===== src/rtl/bootseq_pkg.sv =====
package bootseq_pkg;

    typedef enum logic [2:0] {
        ST_WAIT_RESET  = 3'd0,
        ST_PLL_RAMP    = 3'd1,
        ST_CFR_HOLD    = 3'd2,
        ST_TEST_START  = 3'd3,
        ST_TEST_WAIT   = 3'd4,
        ST_CFR_RELEASE = 3'd5,
        ST_CLK_DELAY   = 3'd6,
        ST_RUN         = 3'd7
    } seq_state_e;

    localparam int DONE_SOURCES = 2;

endpackage


===== src/rtl/bootseq_done_tracker.sv =====
module bootseq_done_tracker #(
    parameter int N_SRC = 2
) (
    input  logic             clk,
    input  logic             rst_n,
    input  logic             clr,
    input  logic             en,
    input  logic [N_SRC-1:0] done_in,
    output logic             all_done
);

    logic [N_SRC-1:0] seen;
    logic [N_SRC-1:0] seen_or_now;

    for (genvar g = 0; g < N_SRC; g++) begin : g_src
        always_ff @(posedge clk or negedge rst_n) begin
            if (!rst_n) begin
                seen[g] <= 1'b0;
            end else if (clr) begin
                seen[g] <= 1'b0;
            end else if (en && done_in[g]) begin
                seen[g] <= 1'b1;
            end
        end
        assign seen_or_now[g] = seen[g] | (en & done_in[g]);
    end

    assign all_done = en & (&seen_or_now);

    AST_CLEAR_EMPTIES: assert property (@(posedge clk) disable iff (!rst_n)
        clr |=> (seen == '0)) else $error("done tracker not cleared");

endmodule


===== src/rtl/bootseq_delay_counter.sv =====
module bootseq_delay_counter #(
    parameter int DELAY_CYCLES = 264
) (
    input  logic clk,
    input  logic rst_n,
    input  logic count_en,
    output logic expired
);

    localparam int CW = (DELAY_CYCLES > 1) ? $clog2(DELAY_CYCLES) : 1;
    localparam logic [CW-1:0] LAST = CW'(DELAY_CYCLES - 1);

    logic [CW-1:0] cnt;

    always_ff @(posedge clk or negedge rst_n) begin
        if (!rst_n) begin
            cnt <= '0;
        end else if (!count_en) begin
            cnt <= '0;
        end else if (cnt != LAST) begin
            cnt <= cnt + 1'b1;
        end
    end

    assign expired = count_en && (cnt == LAST);

    AST_CNT_IN_RANGE: assert property (@(posedge clk) disable iff (!rst_n)
        cnt <= LAST) else $error("delay counter overran");

    AST_CNT_RESTARTS: assert property (@(posedge clk) disable iff (!rst_n)
        !count_en |=> (cnt == '0)) else $error("delay counter not restarted");

endmodule


===== src/rtl/boot_sequencer.sv =====
module boot_sequencer
    import bootseq_pkg::*;
#(
    parameter int DELAY_CYCLES = 264
) (
    input  logic clk,
    input  logic rst_n,
    input  logic sys_fwd_reset,
    input  logic pll_locked,
    input  logic selftest_done,
    input  logic romload_done,
    output logic rom_oe_n,
    output logic selftest_start,
    output logic romload_start,
    output logic ext_clk_en,
    output logic core_run,
    output logic proto_err
);

    seq_state_e state, state_nxt;
    logic       both_done;
    logic       delay_expired;
    logic       err_q;

    // Done-flag collection during the load-wait state
    bootseq_done_tracker #(.N_SRC(DONE_SOURCES)) u_done (
        .clk      (clk),
        .rst_n    (rst_n),
        .clr      (state == ST_TEST_START),
        .en       (state == ST_TEST_WAIT),
        .done_in  ({romload_done, selftest_done}),
        .all_done (both_done)
    );

    // Post-clock-start delay
    bootseq_delay_counter #(.DELAY_CYCLES(DELAY_CYCLES)) u_delay (
        .clk      (clk),
        .rst_n    (rst_n),
        .count_en (state == ST_CLK_DELAY),
        .expired  (delay_expired)
    );

    // State register
    always_ff @(posedge clk or negedge rst_n) begin
        if (!rst_n) begin
            state <= ST_WAIT_RESET;
        end else begin
            state <= state_nxt;
        end
    end

    // Transitions
    always_comb begin
        state_nxt = state;
        unique case (state)
            ST_WAIT_RESET:  state_nxt = ST_PLL_RAMP;
            ST_PLL_RAMP:    if (pll_locked)     state_nxt = ST_CFR_HOLD;
            ST_CFR_HOLD:    if (!sys_fwd_reset) state_nxt = ST_TEST_START;
            ST_TEST_START:  state_nxt = ST_TEST_WAIT;
            ST_TEST_WAIT:   if (both_done)      state_nxt = ST_CFR_RELEASE;
            ST_CFR_RELEASE: if (!sys_fwd_reset) state_nxt = ST_CLK_DELAY;
            ST_CLK_DELAY:   if (delay_expired)  state_nxt = ST_RUN;
            ST_RUN:         state_nxt = ST_RUN;
            default:        state_nxt = ST_WAIT_RESET;
        endcase
    end

    // Sticky protocol-violation flag: line low when lock is accepted
    always_ff @(posedge clk or negedge rst_n) begin
        if (!rst_n) begin
            err_q <= 1'b0;
        end else if (state == ST_PLL_RAMP && pll_locked && !sys_fwd_reset) begin
            err_q <= 1'b1;
        end
    end

    // Outputs decoded from state
    always_comb begin
        rom_oe_n       = 1'b1;
        selftest_start = 1'b0;
        romload_start  = 1'b0;
        ext_clk_en     = 1'b0;
        core_run       = 1'b0;
        unique case (state)
            ST_CFR_HOLD:   rom_oe_n = 1'b0;
            ST_TEST_START: begin
                rom_oe_n       = 1'b0;
                selftest_start = 1'b1;
                romload_start  = 1'b1;
            end
            ST_TEST_WAIT:  rom_oe_n = 1'b0;
            ST_CLK_DELAY:  ext_clk_en = 1'b1;
            ST_RUN: begin
                ext_clk_en = 1'b1;
                core_run   = 1'b1;
            end
            default: ;
        endcase
        proto_err = err_q;
    end

    AST_OE_AFTER_LOCK: assert property (@(posedge clk) disable iff (!rst_n)
        $fell(rom_oe_n) |-> $past(pll_locked)) else $error("ROM enable before lock");

    AST_ERR_STICKY: assert property (@(posedge clk) disable iff (!rst_n)
        proto_err |=> proto_err) else $error("protocol flag dropped");

    AST_START_PULSE: assert property (@(posedge clk) disable iff (!rst_n)
        selftest_start |=> !selftest_start) else $error("start pulse too long");

    AST_CLK_AFTER_RELEASE: assert property (@(posedge clk) disable iff (!rst_n)
        $rose(ext_clk_en) |-> !$past(sys_fwd_reset)) else $error("clock enabled while held");

    AST_RUN_HOLDS: assert property (@(posedge clk) disable iff (!rst_n)
        core_run |=> (core_run && ext_clk_en)) else $error("run dropped");

endmodule


===== config.mk =====
export PLATFORM = sky130hd
export DESIGN_NAME = boot_sequencer
export DESIGN_NICKNAME = d
export VERILOG_FILES = /design/src/rtl/bootseq_pkg.sv /design/src/rtl/bootseq_done_tracker.sv /design/src/rtl/bootseq_delay_counter.sv /design/src/rtl/boot_sequencer.sv
export SDC_FILE = /design/constraint.sdc
export NUM_CORES = 1
export LEC_CHECK = 0
export ABC_AREA = 1
export BUFFER_PORTS_ARGS = -buffer_cell sky130_fd_sc_hd__buf_2
export CELL_PAD_IN_SITES_DETAIL_PLACEMENT = 1
export CELL_PAD_IN_SITES_GLOBAL_PLACEMENT = 1
export CORE_UTILIZATION = 42
export CTS_BUF_LIST = sky130_fd_sc_hd__clkbuf_8
export CTS_CLUSTER_DIAMETER = 100
export DETAILED_ROUTE_END_ITERATION = 10
export PLACE_DENSITY = 0.81
export SYNTH_ARGS = -nofsm -noshare
export SYNTH_HDL_FRONTEND = slang
export SYNTH_SLANG_ARGS = --single-unit

===== constraint.sdc =====
create_clock -name clk -period 1.4 [get_ports clk]
set_input_delay 0.07 -clock clk [delete_from_list [all_inputs] [get_ports clk]]
set_output_delay 0.07 -clock clk [all_outputs]
set_load 0.01 [all_outputs]

==> reports/metrics.csv, run 1 <==
stage,metric,value,unit
power_and_ir_drop,overall power of the completed layout,1.62,mW
cts,Root Buffer Master,clkbuf_8,
finish,"most common cell after layout, fill and taps aside",nand2_1,
sta,Fin Clk Skew,0.00471,ns
synth,asr flop ratio synth,100,%
cts,clk sink count,15,
route,DR vias/cell,5.14,
sta,period utilisation layout,96.4,%
synth,"EDFF count, synth",0,
placed_design,placed cell count,140,
synth,Synth area leader,dfrtp_1,
setup_path,Crit Path Class,reg2reg,
finish,"commonest cells after routing, fill and taps aside","22 x nand2_1, 12 x inv_1, 12 x dfrtp_1",
setup_path,crit path launch type,flop,
synth,largest family of logic cells by synthesized area,simple AND/OR/NAND/NOR gates,
power_and_ir_drop,Peak supply drop,1.28,mV
route,DRT antenna net count,0,
global_routing,initial antenna violation count,0,
placed_design,DP HPWL,1430,um
setup_path,critical-path maximum fanout,3,
finish,Layout Area Growth over Synthesis,27.2,%
synth,post-synthesis sequential area ratio,45.6,%
synth,prevailing post-synth register cell,dfrtp_1,
route,DRT Pass-1 Iters,4,
sta,Setup Viol. Count Final,0,
sta,Slew Limit Fails,0,
synth,xor and xnor area share after synthesis,2.13,%
setup_path,crit-path cells,ha_4 -> nand2_4 -> nor2_4 -> nand2_2 -> buf_4 -> inv_1 -> nand3_1 -> o21ai_1,
power_and_ir_drop,leakage power,0.526,nW
setup_path,"Req. time, crit path",1.58,ns
finish,Finished Layout Cells,151,
synth,number of synthesis warnings,0,
cts,clk slew on worst S/H paths,0.07,ns
synth,Yosys top cell area share,45.6,%
global_routing,GR Overflow Total,0,
sta,Final Hold Violating Endpoints,0,
route,DRT Wirelength,2190,um
cts,CTS tree,yes,
die,Die ar.,0.00214,sq mm
worst_hold_path,Min-Delay Path Class,in2reg,
synth,Mean Syn Cell Area,7.92,sq um
cts,"Clk Latency, worst-skew pair",0.25,ns
synth,#FFs+latches synth,15,
sta,fmax,0.741,GHz
power_and_ir_drop,Power Density,1550,mW/mm^2
sta,Period minus WS final,1.35,ns
route,DRC viols,0,
route,total number of vias,776,
setup_path,slowest CP cell,dfrtp_1,
synth,Adder-Cell Fraction of Synth Area,1.52,%
cts,H-Tree Depth,1,
synth,synthesized cell area,823,sq um
finish,share of layout cells above drive strength 1,32.5,%
placed_design,PortBufs,11,
synth,Unique masters post-synth,21,
finish,Final nets,134,
setup_path,CP top delay family,flip-flops,
setup_path,"Largest stage delay, worst path",0.39,ns
die,die width,46.3,um
die,Cell Rows,15,
run_status,outcome,completed,
die,Initial Util,46.2,%
finish,n_diodes,0,
die,I/O pin total,12,
global_routing,largest net degree at the start of global routing,16,
die,chip height,46.3,um
sta,Worst-Margin Slew,0.358,ns
route,drt first-iter violations,7,
setup_path,Worst Path Arrival,1.53,ns
route,Wirelength per Cell,14.5,um
die,core area,0.00178,sq mm
run,Max Cap Viol,0,
synth,fraction of synthesized area in multiplexers,0,%
synth,main area contributors after synthesis,"dfrtp_1 46%, nand2_1 11%, inv_1 5.0%, nand3_1 4.9%, nor2_1 4.6%",
global_routing,gr usage total,22.9,%
setup_path,CP Capture Type,flop,
cts,TritonCTS Buffers,3,
global_routing,vias in the first global route,730,
synth,synthesized instance count,104,
sta,relative slew slack,76.1,%
cts,CTS Buffer Depth,2,
synth,complex-gate fraction of the synthesized area,10.5,%
setup_path,crit path buf inv count,2,
finish,final core utilization,58.7,%
synth,Simple-Gate Fraction of Synth Area,31.2,%
synth,Syn Nets,111,
placed_design,Final GP Congestion,0.751,
global_routing,global-route wire length before repair,3310,um
## layout make-up
cell class | instances | area [sq um]
Clock buffer | 3 | 41.3
Inverter | 13 | 48.8
Timing Repair Buffer | 21 | 133
Clock inverter | 1 | 3.75
Sequential cell | 15 | 379
Tap cell | 25 | 31.3
Multi-Input combinational cell | 73 | 410
Fill cell | 231 | 736
## cell usage after synthesis (2+ instances only)
cell type / instances
a21oi_1: 7
nor3_2: 3
nand3_1: 8
o21ai_0: 2
nand2_1: 24
nor3_1: 2
inv_2: 2
nand4_1: 4
o21ai_1: 5
xor2_1: 2
nor2_1: 10
dfrtp_1: 15
inv_1: 11
buf_4: 2
## through the flow
stage	worst slack (ns)	TNS [ns]	hold slack (ns)	instance area [sq um]
global route	-0.0248	-0.0633	0.0357	1050
CTS	0.0156	0	0.0291	972
finish	0.0499	0	0.0339	1050
global placement	0.111	0	-0.00623	906
detailed placement	-0.00653	-0.00653	0.000291	906
floorplan	0.107	0	-0.226	823
## path summary, 6_finish.rpt
kind | start | endpoint | cells after the start | slack [ns]
max in group asynchronous | rst_n | state[0]$_DFFE_PN0P_ | 2 | 0.86
min reg2reg | proto_err$_DFFE_PN0P_ | proto_err$_DFFE_PN0P_ | 1 | 0.48
min in group asynchronous | rst_n | u_delay.cnt[0]$_DFFE_PN0P_ | 2 | 0.26
min | sys_fwd_reset | proto_err$_DFFE_PN0P_ | 2 | 0.03
max | u_delay.cnt[1]$_DFFE_PN0P_ | u_delay.cnt[0]$_DFFE_PN0P_ | 8 | 0.05
max reg2reg | u_delay.cnt[1]$_DFFE_PN0P_ | u_delay.cnt[0]$_DFFE_PN0P_ | 8 | 0.05
## worst register-to-register path: cells and delay by family, from the launching register on
family | cells | cell delay, ns
AND/OR/NAND/NOR | 4 | 0.37
AO/OA/AOI/OAI | 1 | 0.09
adder cells (fa/ha/maj) | 1 | 0.17
buffers and inverters | 2 | 0.25
flip-flops | 1 | 0.39
## sequential cells by signal, indices dropped and copies added (netlist names)
signal	cells
u_delay.cnt	9
state	3
u_done.seen	2
proto_err	1
## timing repair
item,4_1_cts,5_1_grt
gates resized for setup,5,7
hold buffers,1,0
gates cloned,0,0
buffers inserted,0,6
endpoints found under the hold margin,15,0
pin swaps,2,4
setup endpoints to repair,4,6
## power by group
group	switching, mW	internal, mW
sequential	0.104	0.512
clock	0.165	0.195
combinational	0.383	0.265
## per-layer routing
metal | share of wire (%) | up-vias | global-route usage, %
met3 | 1.6 | 5 | 3.53
met4 | 1.9 | 0 | 12.4
met2 | 50 | 10 | 36.1
met5 | 0 | - | 0
met1 | 47 | 379 | 29.8
li1 | - | 382 | -
## cell families (layout without fill, tap and decap cells)
family / after synthesis / after routing
simple gates: 54 / 54
flops: 15 / 15
xor+xnor: 2 / 2
compound gates: 16 / 16
fa+ha+maj: 1 / 1
buf+inv: 16 / 38
(Power assumes the default switching activity.)
==> run 2: changes to the inputs <==
--- a/config.mk
+++ b/config.mk
@@ -7,13 +7,14 @@
 export LEC_CHECK = 0
 export ABC_AREA = 1
 export BUFFER_PORTS_ARGS = -buffer_cell sky130_fd_sc_hd__buf_2
+export CAP_MARGIN = 20
 export CELL_PAD_IN_SITES_DETAIL_PLACEMENT = 1
 export CELL_PAD_IN_SITES_GLOBAL_PLACEMENT = 1
-export CORE_UTILIZATION = 42
+export CORE_UTILIZATION = 45
 export CTS_BUF_LIST = sky130_fd_sc_hd__clkbuf_8
 export CTS_CLUSTER_DIAMETER = 100
 export DETAILED_ROUTE_END_ITERATION = 10
-export PLACE_DENSITY = 0.81
+export PLACE_DENSITY = 0.86
 export SYNTH_ARGS = -nofsm -noshare
 export SYNTH_HDL_FRONTEND = slang
 export SYNTH_SLANG_ARGS = --single-unit
==> constraint.sdc (replaced) <==
create_clock -name clk -period 1.7 [get_ports clk]
set_input_delay 0.085 -clock clk [delete_from_list [all_inputs] [get_ports clk]]
set_output_delay 0.085 -clock clk [all_outputs]
set_load 0.01 [all_outputs]
==> reports/metrics.csv, run 2 (synthesis gave the netlist of run 1 again) <==
stage,metric,value,unit
cts,Post-CTS Repair Setup Buffers,0,
finish,"commonest cells after routing, fill and taps aside","24 x nand2_1, 15 x dfrtp_1, 12 x inv_1",
route,DRT antenna net count,0,
sta,Final Hold Violating Endpoints,0,
cts,# resized after CTS,0,
cts,CTS Buffer Depth,2,
finish,Layout Area Growth over Synthesis,14.0,%
route,DRC viols,0,
finish,Finished Layout Cells,142,
finish,FF+latch area,375,sq um
finish,Largest Register,u_delay.cnt,
cts,cts hold-fix bufs,1,
global_routing,largest net degree at the start of global routing,16,
sta,Setup Viol. Count Final,0,
global_routing,gr usage total,22.6,%
cts,TritonCTS Buffers,3,
cts,clk slew on worst S/H paths,0.06,ns
finish,final core utilization,54.3,%
sta,fmax,0.661,GHz
finish,n_diodes,0,
placed_design,placed cell count,137,
sta,Period minus WS final,1.51,ns
setup_path,"Req. time, crit path",1.84,ns
route,DRT Wirelength,1920,um
cts,H-Tree Depth,1,
route,total number of vias,740,
global_routing,vias in the first global route,727,
cts,Root Buffer Master,clkbuf_8,
cts,clk sink count,15,
finish,max reg flops,9,
route,drt first-iter violations,10,
setup_path,critical-path maximum fanout,5,
placed_design,pre-CTS setup slack,0.194,ns
global_routing,global-route wire length before repair,3210,um
setup_path,Worst Path Arrival,1.66,ns
sta,worst setup margin,0.186,ns
global_routing,GR Overflow Total,0,
sta,period utilisation layout,89.1,%
worst_hold_path,Min-Delay Path Class,in2reg,
die,Initial Util,47.7,%
die,Die ar.,0.00200,sq mm
finish,Final nets,125,
finish,multi-input logic area,373,sq um
route,DR vias/cell,5.21,
run_status,outcome,completed,
die,I/O pin total,12,
setup_path,crit path launch type,flop,
setup_path,CP Capture Type,flop,
power_and_ir_drop,Peak supply drop,0.969,mV
setup_path,Crit Path Class,reg2reg,
sta,setup TNS,0,ns
sta,relative slew slack,77.2,%
finish,"most common cell after layout, fill and taps aside",nand2_1,
die,chip height,44.8,um
run,Max Cap Viol,0,
power_and_ir_drop,Power Density,1310,mW/mm^2
finish,Filler Cell Count,230,
die,core area,0.00173,sq mm
route,Wirelength per Cell,13.5,um
die,die width,44.8,um
sta,RSZ-0062 raised after global routing,no,
placed_design,Final GP Congestion,0.799,
die,Cell Rows,15,
power_and_ir_drop,leakage power,0.470,nW
sta,Worst Hold Slack,0.0468,ns
sta,Worst-Margin Slew,0.342,ns
finish,share of layout cells above drive strength 1,19.7,%
sta,Fin Clk Skew,0.00126,ns
sta,Slew Limit Fails,0,
cts,CTS tree,yes,
placed_design,PortBufs,11,
finish,largest registers,"u_delay.cnt x9, state x3, u_done.seen x2",
placed_design,DP HPWL,1460,um
global_routing,initial antenna violation count,0,
cts,"Clk Latency, worst-skew pair",0.25,ns
route,DRT Pass-1 Iters,4,
[run 2: layer usage]
metal	global-route usage [%]	up-vias	share of wire, %
met2	36.2	17	47
li1	-	368	-
met5	0	-	0
met3	3.60	5	3.6
met4	10.9	0	1.8
met1	29.9	350	47
[run 2: path summary, 6_finish.rpt]
check                                                start                          to  slack [ns]  cells past startpoint
worst max register to register  u_delay.cnt[0]$_DFFE_PN0P_        state[1]$_DFFE_PN0P_        0.19                      8
max in group asynchronous                            rst_n  u_delay.cnt[6]$_DFFE_PN0P_        1.18                      2
worst max-delay path            u_delay.cnt[0]$_DFFE_PN0P_        state[1]$_DFFE_PN0P_        0.19                      8
worst min-delay path                         selftest_done  u_done.seen[0]$_DFFE_PN0P_        0.05                      3
worst min register to register       proto_err$_DFFE_PN0P_       proto_err$_DFFE_PN0P_        0.47                      1
min in group asynchronous                            rst_n        state[2]$_DFFE_PN0P_        0.27                      2
[run 2: report_power, final]
group	total, mW	leakage [nW]	switching, mW	internal, mW
clock network	0.285	0.0269	0.125	0.160
registers	0.499	0.186	0.0832	0.416
logic	0.444	0.257	0.280	0.164
[run 2: critical path: stages (launching register included)]
cell	delay [ns]
dfrtp_1	0.40
ha_1	0.20
nand2_1	0.11
nor2_1	0.12
nand2_1	0.15
a21oi_2	0.22
nand3_1	0.09
nand2_1	0.07
nand2_1	0.05
[run 2: cell type report]
| class | instances | area share (%) |
|---|---|---|
| Multi-Input combinational cell | 73 | 39.7 |
| Timing Repair Buffer | 12 | 6.93 |
| Inverter | 13 | 5.20 |
| Clock inverter | 1 | 0.400 |
| Sequential cell | 15 | 40.0 |
| Tap cell | 25 | 3.33 |
| Clock buffer | 3 | 4.40 |
[run 2: metrics by stage]
stage	total power, mW	instance area, sq um
floorplan	0.846	823
global placement	0.913	883
detailed placement	0.947	883
CTS	1.24	938
global route	1.31	938
finish	1.23	938
